$ cat src/rtl/pwmfo_pkg.sv
package pwmfo_pkg;
    localparam int CNT_W  = 12;
    localparam int NCH    = 4;
    localparam int ADDR_W = 4;
    localparam int BYTE_W = 8;
    localparam int HI_W   = CNT_W - BYTE_W;

    localparam logic [ADDR_W-1:0] A_CTRL = ADDR_W'(0);
    localparam logic [ADDR_W-1:0] A_OE   = ADDR_W'(9);

    typedef logic [CNT_W-1:0] cnt_t;

    // Control byte layout, most significant field first
    typedef struct packed {
        logic           src_cmp;   // 1: comparator source, 0: pin
        logic           act_high;  // 1: high level active
        logic           flag;      // sticky fault flag
        logic           pin_en;    // pin source enable
        logic [NCH-1:0] pattern;   // safe output pattern
    } ctrl_t;

    function automatic logic [ADDR_W-1:0] hi_addr(input int ch);
        return ADDR_W'(2 * ch + 1);
    endfunction

    function automatic logic [ADDR_W-1:0] lo_addr(input int ch);
        return ADDR_W'(2 * ch + 2);
    endfunction
endpackage

$ cat src/rtl/pwmfo_sync.sv
module pwmfo_sync #(
    parameter int STAGES = 2
) (
    input  logic clk,
    input  logic rst,
    input  logic d,
    output logic q
);
    logic [STAGES-1:0] chain;

    always_ff @(posedge clk) begin
        if (rst) chain <= '0;
        else     chain <= {chain[STAGES-2:0], d};
    end

    assign q = chain[STAGES-1];
endmodule

$ cat src/rtl/pwmfo_fault.sv
module pwmfo_fault #(
    parameter int SYNC_STAGES = 2
) (
    input  logic clk,
    input  logic rst,
    input  logic pin_raw,
    input  logic cmp_raw,
    input  logic src_cmp,
    input  logic act_high,
    input  logic pin_en,
    output logic active
);
    logic pin_s, cmp_s, level, armed;

    pwmfo_sync #(.STAGES(SYNC_STAGES)) u_pin_sync (
        .clk(clk), .rst(rst), .d(pin_raw), .q(pin_s)
    );
    pwmfo_sync #(.STAGES(SYNC_STAGES)) u_cmp_sync (
        .clk(clk), .rst(rst), .d(cmp_raw), .q(cmp_s)
    );

    always_comb begin
        level  = src_cmp ? cmp_s : pin_s;
        armed  = src_cmp | pin_en;
        active = armed && (level == act_high);
    end
endmodule

$ cat src/rtl/pwmfo_regs.sv
module pwmfo_regs
    import pwmfo_pkg::*;
(
    input  logic                       clk,
    input  logic                       rst,
    input  logic                       wr_en,
    input  logic [ADDR_W-1:0]          addr,
    input  logic [BYTE_W-1:0]          wdata,
    input  logic                       fault_active,
    output logic [BYTE_W-1:0]          rdata,
    output ctrl_t                      ctrl_q,
    output logic [NCH-1:0]             oe_q,
    output logic [NCH-1:0][CNT_W-1:0]  duty_sh
);
    ctrl_t wr_view;
    logic  wr_ctrl;

    assign wr_view = ctrl_t'(wdata);
    assign wr_ctrl = wr_en && (addr == A_CTRL);

    always_ff @(posedge clk) begin
        if (rst) begin
            ctrl_q  <= '0;
            oe_q    <= '0;
            duty_sh <= '0;
        end else begin
            if (wr_ctrl) begin
                ctrl_q.src_cmp  <= wr_view.src_cmp;
                ctrl_q.act_high <= wr_view.act_high;
                ctrl_q.pin_en   <= wr_view.pin_en;
                ctrl_q.pattern  <= wr_view.pattern;
            end
            ctrl_q.flag <= (wr_ctrl ? wr_view.flag : ctrl_q.flag) | fault_active;
            if (wr_en && addr == A_OE) oe_q <= wdata[NCH-1:0];
            for (int c = 0; c < NCH; c++) begin
                if (wr_en && addr == hi_addr(c))
                    duty_sh[c][CNT_W-1:BYTE_W] <= wdata[HI_W-1:0];
                if (wr_en && addr == lo_addr(c))
                    duty_sh[c][BYTE_W-1:0] <= wdata;
            end
        end
    end

    always_comb begin
        rdata = '0;
        if (addr == A_CTRL) rdata = ctrl_q;
        if (addr == A_OE)   rdata = BYTE_W'(oe_q);
        for (int c = 0; c < NCH; c++) begin
            if (addr == hi_addr(c)) rdata = BYTE_W'(duty_sh[c][CNT_W-1:BYTE_W]);
            if (addr == lo_addr(c)) rdata = duty_sh[c][BYTE_W-1:0];
        end
    end
endmodule

$ cat src/rtl/pwmfo_chan.sv
module pwmfo_chan
    import pwmfo_pkg::*;
(
    input  logic clk,
    input  logic rst,
    input  logic load,
    input  cnt_t cnt,
    input  cnt_t duty_sh,
    input  logic en,
    input  logic brk,
    input  logic safe_bit,
    output logic out,
    output cnt_t duty_act
);
    logic wave;

    always_ff @(posedge clk) begin
        if (rst)       duty_act <= '0;
        else if (load) duty_act <= duty_sh;
    end

    always_comb begin
        wave = (cnt < duty_act);
        out  = en & (brk ? safe_bit : wave);
    end
endmodule

$ cat src/rtl/pwm_fault_override.sv
module pwm_fault_override
    import pwmfo_pkg::*;
#(
    parameter int SYNC_STAGES = 2
) (
    input  logic              clk,
    input  logic              rst,
    input  logic              wr_en,
    input  logic [ADDR_W-1:0] addr,
    input  logic [BYTE_W-1:0] wdata,
    output logic [BYTE_W-1:0] rdata,
    input  logic              flt_pin,
    input  logic              cmp_in,
    output logic [NCH-1:0]    pwm_out
);
    ctrl_t                      ctrl_q;
    logic [NCH-1:0]             oe_q;
    logic [NCH-1:0][CNT_W-1:0]  duty_sh;
    logic [NCH-1:0][CNT_W-1:0]  duty_act;
    logic                       fault_active;
    cnt_t                       cnt;
    logic                       wrap;

    always_ff @(posedge clk) begin
        if (rst) cnt <= '0;
        else     cnt <= cnt + cnt_t'(1);
    end
    assign wrap = (cnt == '1);

    pwmfo_regs u_regs (
        .clk(clk), .rst(rst), .wr_en(wr_en), .addr(addr), .wdata(wdata),
        .fault_active(fault_active), .rdata(rdata), .ctrl_q(ctrl_q),
        .oe_q(oe_q), .duty_sh(duty_sh)
    );

    pwmfo_fault #(.SYNC_STAGES(SYNC_STAGES)) u_fault (
        .clk(clk), .rst(rst), .pin_raw(flt_pin), .cmp_raw(cmp_in),
        .src_cmp(ctrl_q.src_cmp), .act_high(ctrl_q.act_high),
        .pin_en(ctrl_q.pin_en), .active(fault_active)
    );

    for (genvar c = 0; c < NCH; c++) begin : g_chan
        pwmfo_chan u_chan (
            .clk(clk), .rst(rst), .load(wrap), .cnt(cnt),
            .duty_sh(duty_sh[c]), .en(oe_q[c]), .brk(ctrl_q.flag),
            .safe_bit(ctrl_q.pattern[c]), .out(pwm_out[c]),
            .duty_act(duty_act[c])
        );
    end
endmodule

$ cat config.mk
export PLATFORM = sky130hd
export DESIGN_NAME = pwm_fault_override
export DESIGN_NICKNAME = d
export VERILOG_FILES = /design/src/rtl/pwmfo_pkg.sv /design/src/rtl/pwmfo_sync.sv /design/src/rtl/pwmfo_fault.sv /design/src/rtl/pwmfo_regs.sv /design/src/rtl/pwmfo_chan.sv /design/src/rtl/pwm_fault_override.sv
export SDC_FILE = /design/constraint.sdc
export NUM_CORES = 1
export LEC_CHECK = 0
export CAP_MARGIN = 20
export CORE_MARGIN = 10
export CORE_UTILIZATION = 65
export CTS_CLUSTER_SIZE = 12
export DETAILED_ROUTE_END_ITERATION = 12
export DONT_BUFFER_PORTS = 1
export HOLD_SLACK_MARGIN = 0.06
export PLACE_DENSITY_LB_ADDON = 0.15
export SETUP_SLACK_MARGIN = 0.1
export SLEW_MARGIN = 20
export SYNTH_ARGS = -nofsm -noshare
export SYNTH_HDL_FRONTEND = slang
export SYNTH_SLANG_ARGS = --single-unit
$ cat constraint.sdc
create_clock -name clk -period 5.1 [get_ports clk]
set_clock_uncertainty 0.1 [all_clocks]
set_input_delay 0.51 -clock clk [delete_from_list [all_inputs] [get_ports clk]]
set_output_delay 0.51 -clock clk [all_outputs]
set_load 0.1 [all_outputs]
==> results by group, run 1 <==
Run status
  – Outcome: completed

Pwr
  – Combinational fraction of design power: 0.053
  – Total power: 0.002402 W
  – Max IR drop VDD: 0.0003019 V
  – Internal Power: 0.001849 W
  – Pleak: 2.525 nW
  – Switching part of the total power: 0.2306
  – PD cells: 340.4 nW/µm²
  – Sw Pwr: 0.0005539 W
  – Share of power burned in registers: 0.414
  – Clk pwr share: 0.534

Detailed routing
  – Final wirelength: 18.42 mm
  – Remaining antenna violation count after routing: 0
  – DR vias: 5,718
  – DR iter-0 viols: 729
  – Routed length per instance: 20.09 µm
  – Drt drc: 0
  – DRT Pass-1 Iters: 7
  – Vias per cell: 6.236

Logic synthesis
  – Post-synth cell types: 46
  – Syn_nets: 850
  – Ys flop type: dfxtp_1
  – Seq/Total Area, Yosys: 0.3956
  – Area leader, netlist: dfxtp_1
  – Synth async-reset ratio: 0
  – Yosys reg bits: 124
  – Top cells by count, synth: 150 x nand2_1, 124 x dfxtp_1, 97 x a21oi_1
  – YS warnings: 0
  – EDFF count, synth: 0
  – Syn Inst Count: 788
  – Top-area cell type share of the netlist area: 0.3956
  – Syn_area_per_cell: 7.963 µm²
  – Most frequent cell after synthesis: nand2_1
  – Post-Syn Area: 6275 µm²
  – Synth area leaders: dfxtp_1 40%, ha_1 9.0%, nand2_1 9.0%, a21oi_1 7.7%, mux2i_1 6.1%

Timing
  – Unrepaired setup endpoints after global routing: false
  – Fin. Hold Viols: 0
  – Final Max Slew Viols: 0
  – Setup_tns: 0 ns
  – Worst slew pin tran: 1.145 ns
  – Fmax: 292.7 MHz
  – Period utilisation layout: 0.6700
  – Max-slew headroom: 0.2367
  – Post-route minimum period: 3.417 ns
  – Final Worst Setup Slack: 1.683 ns
  – Setup-failing EPs final: 0

Global route
  – Grt ovf: 0
  – Largest net degree at the start of global routing: 125
  – Initial antenna violation count: 0
  – Gr usage total: 0.2627
  – Number of global-route vias before repair: 5,556
  – Global-route wire length before repair: 29.66 mm

Finish
  – Share of cells above drive strength 1: 0.06091
  – Inserted Diodes: 0
  – Layout Cells excl Fill: 917
  – Utilization after layout: 0.7567
  – Syn-to-layout area delta: 12.48%
  – Fin nets: 837

Die
  – Core footprint: 9328 µm²
  – Die W: 118.3 µm
  – Die height: 118.3 µm
  – Die footprint: 13,980 µm²
  – FP Rows: 35
  – I/O Pins: 29
  – Initial Utilization: 0.6727

Clock tree
  – Root Buffer: clkbuf_8
  – Clk slew on worst S/H paths: 0.06 ns
  – # resized after CTS: 0
  – TritonCTS clock tree: built
  – Num CTS Buffers: 17
  – Post-CTS setup buffers: 0
  – Longest Clk Path Bufs: 2
  – H-tree levels: 4
  – Clk_lat worst skew: 0.54 ns
  – Clk sinks: 124
  – Hold buffers post-CTS: 15

Worst setup path
  – CP most frequent cell: o21ai_0
  – Worst-path cell chain: ha_1, a211oi_1, o21ai_0, nor2_1, o21ai_0, nand2_1
  – WP buf/inv: 0
  – Crit path capture type: output port
  – Max incr delay on CP: 0.70 ns
  – Critical path peak fanout: 7
  – WP data arrival: 2.81 ns
  – CP Class: reg -> out
  – Worst path slowest cell: nand2_1
  – Critical Path RT: 4.49 ns
  – CP startpoint kind: register
  – Top Family by Delay on Critical Path: simple AND/OR/NAND/NOR gates

Place
  – DP Wirelength: 12.27 mm
  – Post-placement setup slack: 2.202 ns
  – Post-Place Cells: 870
  – Routability cong.: 0.9567
  – IO buf count: 0

Worst hold path
  – HP Class: in -> reg

Run
  – Total of max-cap violations: 0
## worst paths after layout
path | slack, ns | depth (start not counted) | to | startpoint
worst min-delay path | 0.08 | 2 | u_regs.duty_sh[30] | wr_en
worst max register to register | 2.82 | 6 | g_chan[1].u_chan.duty_act[5] | cnt[3]
worst min register to register | 0.35 | 1 | u_fault.u_pin_sync.chain[1] | u_fault.u_pin_sync.chain[0]
worst max-delay path | 1.68 | 6 | pwm_out[0] | cnt[5]
## power by group through the flow
| stage | Clock [W] | Combinational, W | Sequential [W] |
|---|---|---|---|
| after floorplan | 0 | 0.0000985 | 0.00101 |
| after global routing | 0.00133 | 0.000136 | 0.000994 |
| after global placement | 0 | 0.0000856 | 0.00101 |
| after CTS | 0.00128 | 0.000124 | 0.000993 |
| final | 0.00128 | 0.000127 | 0.000994 |
| after detailed placement | 0 | 0.0000883 | 0.00101 |
## layout make-up
type	instances	area, µm²
clock buffers	20	445.4
clock inverters	12	185.2
fillers	693	2270
inverters	49	183.9
multi-input cells	565	3390
flip-flops and latches	124	2482
well taps	129	161.4
repair buffers	18	210.2
## placed cells by master, fill, tap and decap left out, types with 16 or more instances in the layout
cell type / n
nor2_1: 62
a21oi_1: 97
mux2i_1: 38
nand2_1: 150
clkbuf_16: 16
nand3_1: 29
o21ai_0: 29
ha_1: 45
dfxtp_1: 124
inv_1: 49
## kinds of logic after synthesis
kind of cell | count (synthesis) | synth area share
AOI/OAI and AO/OA | 185 | 0.1701
xor gates and xnor gates | 10 | 0.01396
DFF | 124 | 0.3956
buffers and inverters | 99 | 0.06899
muxes | 39 | 0.06241
adders and majority gates | 45 | 0.08973
and+or+nand+nor | 286 | 0.1992
## registers in the layout, indices dropped and copies added, names as in the netlist
signal                    count
u_fault.u_cmp_sync.chain      2
u_regs.duty_sh               48
u_regs.ctrl_q                 8
g_chan.u_chan.duty_act       48
u_fault.u_pin_sync.chain      2
u_regs.oe_q                   4
cnt                          12
## worst register-to-register path: stages (launching register included)
cell,delay [ns]
dfxtp_1,0.63
and4_4,0.34
nand4_4,0.16
nor3_4,0.20
buf_4,0.44
nand2_1,0.16
a21oi_1,0.17
## per-stage QoR
step                hold WS, ns  instance area, µm²
floorplan                0.3138                6275
global placement         0.3300                6260
detailed placement       0.3415                6260
CTS                     0.06327                7058
global route            0.08145                7058
finish                  0.07552                7058
## metal layers
| layer | vias to the layer above | GRT usage | share of wire | wire length (µm) |
|---|---|---|---|---|
| met5 | - | 0 | 0 | 0 |
| met4 | 0 | 0.1337 | 0.046 | 855 |
| met3 | 65 | 0.06711 | 0.084 | 1542 |
| met2 | 298 | 0.4134 | 0.46 | 8390 |
| met1 | 2690 | 0.3256 | 0.41 | 7635 |
| li1 | 2665 | - | - | - |
Note: power is estimated with default switching activity, not from simulation.
==> inputs of run 2 (changes only) <==
--- a/config.mk
+++ b/config.mk
@@ -5,9 +5,10 @@
 export SDC_FILE = /design/constraint.sdc
 export NUM_CORES = 1
 export LEC_CHECK = 0
+export ABC_AREA = 1
 export CAP_MARGIN = 20
 export CORE_MARGIN = 10
-export CORE_UTILIZATION = 65
+export CORE_UTILIZATION = 64
 export CTS_CLUSTER_SIZE = 12
 export DETAILED_ROUTE_END_ITERATION = 12
 export DONT_BUFFER_PORTS = 1
==> constraint.sdc (replaced) <==
create_clock -name clk -period 3.35 [get_ports clk]
set_clock_uncertainty 0.1 [all_clocks]
set_input_delay 0.335 -clock clk [delete_from_list [all_inputs] [get_ports clk]]
set_output_delay 0.335 -clock clk [all_outputs]
set_load 0.1 [all_outputs]
==> run 2 against run 1 <==
Worst hold slack gained 0.017 ns; flip-flop and latch count unchanged; synthesized cell count grew 9.3%; combinational power increased by 59%; largest cell class unchanged.
==> results by group, run 2 <==
Clock tree
  – Clk slew on worst S/H paths: 0.06 ns
  – Longest Clk Path Bufs: 2
  – Num CTS Buffers: 17
  – Clk sinks: 124
  – Clk_lat worst skew: 0.53 ns
  – Hold buffers post-CTS: 16
  – Post-CTS setup buffers: 0
  – H-tree levels: 4
  – # resized after CTS: 0
  – TritonCTS clock tree: built
  – Root Buffer: clkbuf_8

Pwr
  – Total power: 0.003510 W
  – Pleak: 2.582 nW
  – Max IR drop VDD: 0.0003565 V
  – PD cells: 498.6 nW/µm²

Worst hold path
  – WHS Path Cells: 2
  – Worst hold path startpoint: rst
  – HP Class: in -> reg
  – Hold path endpoint: cnt[0]

Logic synthesis
  – Synth area leaders: dfxtp_1 40%, a21oi_1 12%, nand2_1 9.9%, ha_1 9.1%, nand3_1 8.2%
  – Seq/Total Area, Yosys: 0.4004
  – Top cells by count, synth: 163 x nand2_1, 153 x a21oi_1, 124 x dfxtp_1
  – Synth Area in Simple Gates: 0.2270
  – Synth Area in Compound Gates: 0.1810
  – Syn_nets: 923
  – Post-Syn Area: 6200 µm²
  – Area leader, netlist: dfxtp_1
  – Syn_area_per_cell: 7.201 µm²
  – Synth async-reset ratio: 0
  – Adder-cell area share of the yosys netlist: 0.09082
  – YS warnings: 0
  – EDFF count, synth: 0
  – XOR/XNOR Fraction of Synth Area: 0
  – Ys flop type: dfxtp_1
  – Top-area cell type share of the netlist area: 0.4004
  – Syn Inst Count: 861
  – Mux cell area share after synthesis: 0
  – Main combinational cell family by area after synthesis: simple AND/OR/NAND/NOR gates
  – Post-synth cell types: 28
  – Most frequent cell after synthesis: nand2_1
  – Yosys reg bits: 124

Finish
  – Inserted Diodes: 0
  – Most frequent cells in the layout: 163 x nand2_1, 149 x a21oi_1, 124 x dfxtp_1
  – Top Registers: g_chan.u_chan.duty_act x48, u_regs.duty_sh x48, cnt x12
  – Most common cell after layout, fill and taps aside: nand2_1
  – Design area: 7039 µm²
  – FF+latch area: 2482 µm²
  – Syn-to-layout area delta: 13.54%
  – Fin nets: 926
  – Multi-input logic area: 3139 µm²
  – Fillcell total: 738
  – Share of cells above drive strength 1: 0.07868

Die
  – I/O Pins: 29
  – Die W: 118.4 µm
  – Die footprint: 14,020 µm²
  – Initial Utilization: 0.6647
  – Core footprint: 9328 µm²
  – FP Rows: 35
  – Die height: 118.4 µm

Worst setup path
  – Critical Path RT: 2.91 ns
  – CP startpoint kind: register
  – CP Class: reg -> out
  – R2r startpoint: cnt[1]
  – Worst reg2reg path depth: 8
  – WP data arrival: 2.32 ns
  – Critical path peak fanout: 6
  – Flop2flop setup slack: 0.95 ns
  – Crit path capture type: output port
  – Worst flop-to-flop path endpoint: g_chan[2].u_chan.duty_act[8]

Detailed routing
  – Drt drc: 0
  – Final wirelength: 17.71 mm
  – DRT Pass-1 Iters: 5
  – Routed length per instance: 17.60 µm
  – DR iter-0 viols: 698
  – DR vias: 5,968
  – Vias per cell: 5.932
  – Remaining antenna violation count after routing: 0

Global route
  – Initial antenna violation count: 0
  – Global-route wire length before repair: 29.60 mm
  – Largest net degree at the start of global routing: 86
  – Grt ovf: 0
  – Number of global-route vias before repair: 5,839
  – Gr usage total: 0.2584

Timing
  – Final Max Slew Viols: 0
  – Fin. Hold Viols: 0
  – Period utilisation layout: 0.8237
  – Setup-failing EPs final: 0
  – Unrepaired setup endpoints after global routing: false
  – Fmax: 362.4 MHz
  – Worst slew pin tran: 1.157 ns
  – Max-slew headroom: 0.2258
  – Setup_tns: 0 ns
  – Post-route minimum period: 2.760 ns

Place
  – Routability cong.: 0.8699
  – DP Wirelength: 11.86 mm
  – DP Area: 6279 µm²
  – IO buf count: 0

Run
  – Total of max-cap violations: 0

Run status
  – Outcome: completed
[run 2: cell count changes after synthesis, moves of 14 or more]
cell	delta
mux2i_1	-38
a21oi_1	+56
nand3_1	+73
inv_1	+50
o21ai_0	+16
nor2_1	-23
a211oi_1	-14
[run 2: worst max-delay path, cell delays in order, from the launching register on]
cell	delay, ns
dfxtp_1	0.51
ha_1	0.32
a21oi_1	0.16
o21ai_0	0.09
a21oi_1	0.11
nand2_1	0.14
a21oi_2	0.15
buf_4	0.30
[run 2: layout make-up]
| type | count | share of cell area |
|---|---|---|
| clock buffer | 20 | 0.06328 |
| clock inverter | 12 | 0.01955 |
| timing repair buffer | 30 | 0.04017 |
| multi-input combinational | 587 | 0.4460 |
| sequential | 124 | 0.3526 |
| inverter | 104 | 0.05546 |
| tap | 129 | 0.02293 |
[run 2: how the worst max path moves through the flow]
stage          startpoint                            to  slack [ns]  depth (start not counted)
2_1_floorplan     addr[3]                      rdata[4]        0.61                          4
3_3_place_gp       cnt[1]  g_chan[1].u_chan.duty_act[4]        1.10                          8
3_5_place_dp       cnt[1]  g_chan[3].u_chan.duty_act[7]        1.04                          8
4_1_cts            cnt[3]                    pwm_out[0]        0.59                          7
5_1_grt            cnt[7]                    pwm_out[2]        0.46                          7
6_report          cnt[11]                    pwm_out[3]        0.59                          7
[run 2: kinds of logic (layout without fill, tap and decap cells)]
kind of cell,after synthesis,in the layout
AO/OA/AOI/OAI,218,218
buffers and inverters,150,166
flip-flops,124,124
AND/OR/NAND/NOR,324,324
adder cells (fa/ha/maj),45,45
[run 2: where the power goes]
group / switching (W) / internal, W
Combinational: 0.000146 / 0.0000559
Clock: 0.000691 / 0.00110
Sequential: 0.0000172 / 0.00149
[run 2: per-layer routing]
metal | part of all wire | track usage | routed length, µm | vias to the layer above
met5 | 0 | 0 | 0 | -
met4 | 0.054 | 0.1618 | 962 | 0
met3 | 0.086 | 0.06140 | 1521 | 65
met2 | 0.46 | 0.3957 | 8074 | 303
met1 | 0.40 | 0.3212 | 7149 | 2726
li1 | - | - | - | 2874
[run 2: metrics by stage]
step / cells / setup WS [ns] / utilization / hold slack (ns)
floorplan: 861 / 0.6097 / - / 0.2883
global placement: 958 / 1.101 / 0.6731 / 0.2900
detailed placement: 958 / 1.043 / 0.6731 / 0.2984
CTS: 1006 / 0.5858 / 0.7547 / 0.07336
global route: 1006 / 0.4629 / 0.7547 / 0.1066
finish: 1006 / 0.5905 / 0.7547 / 0.09258
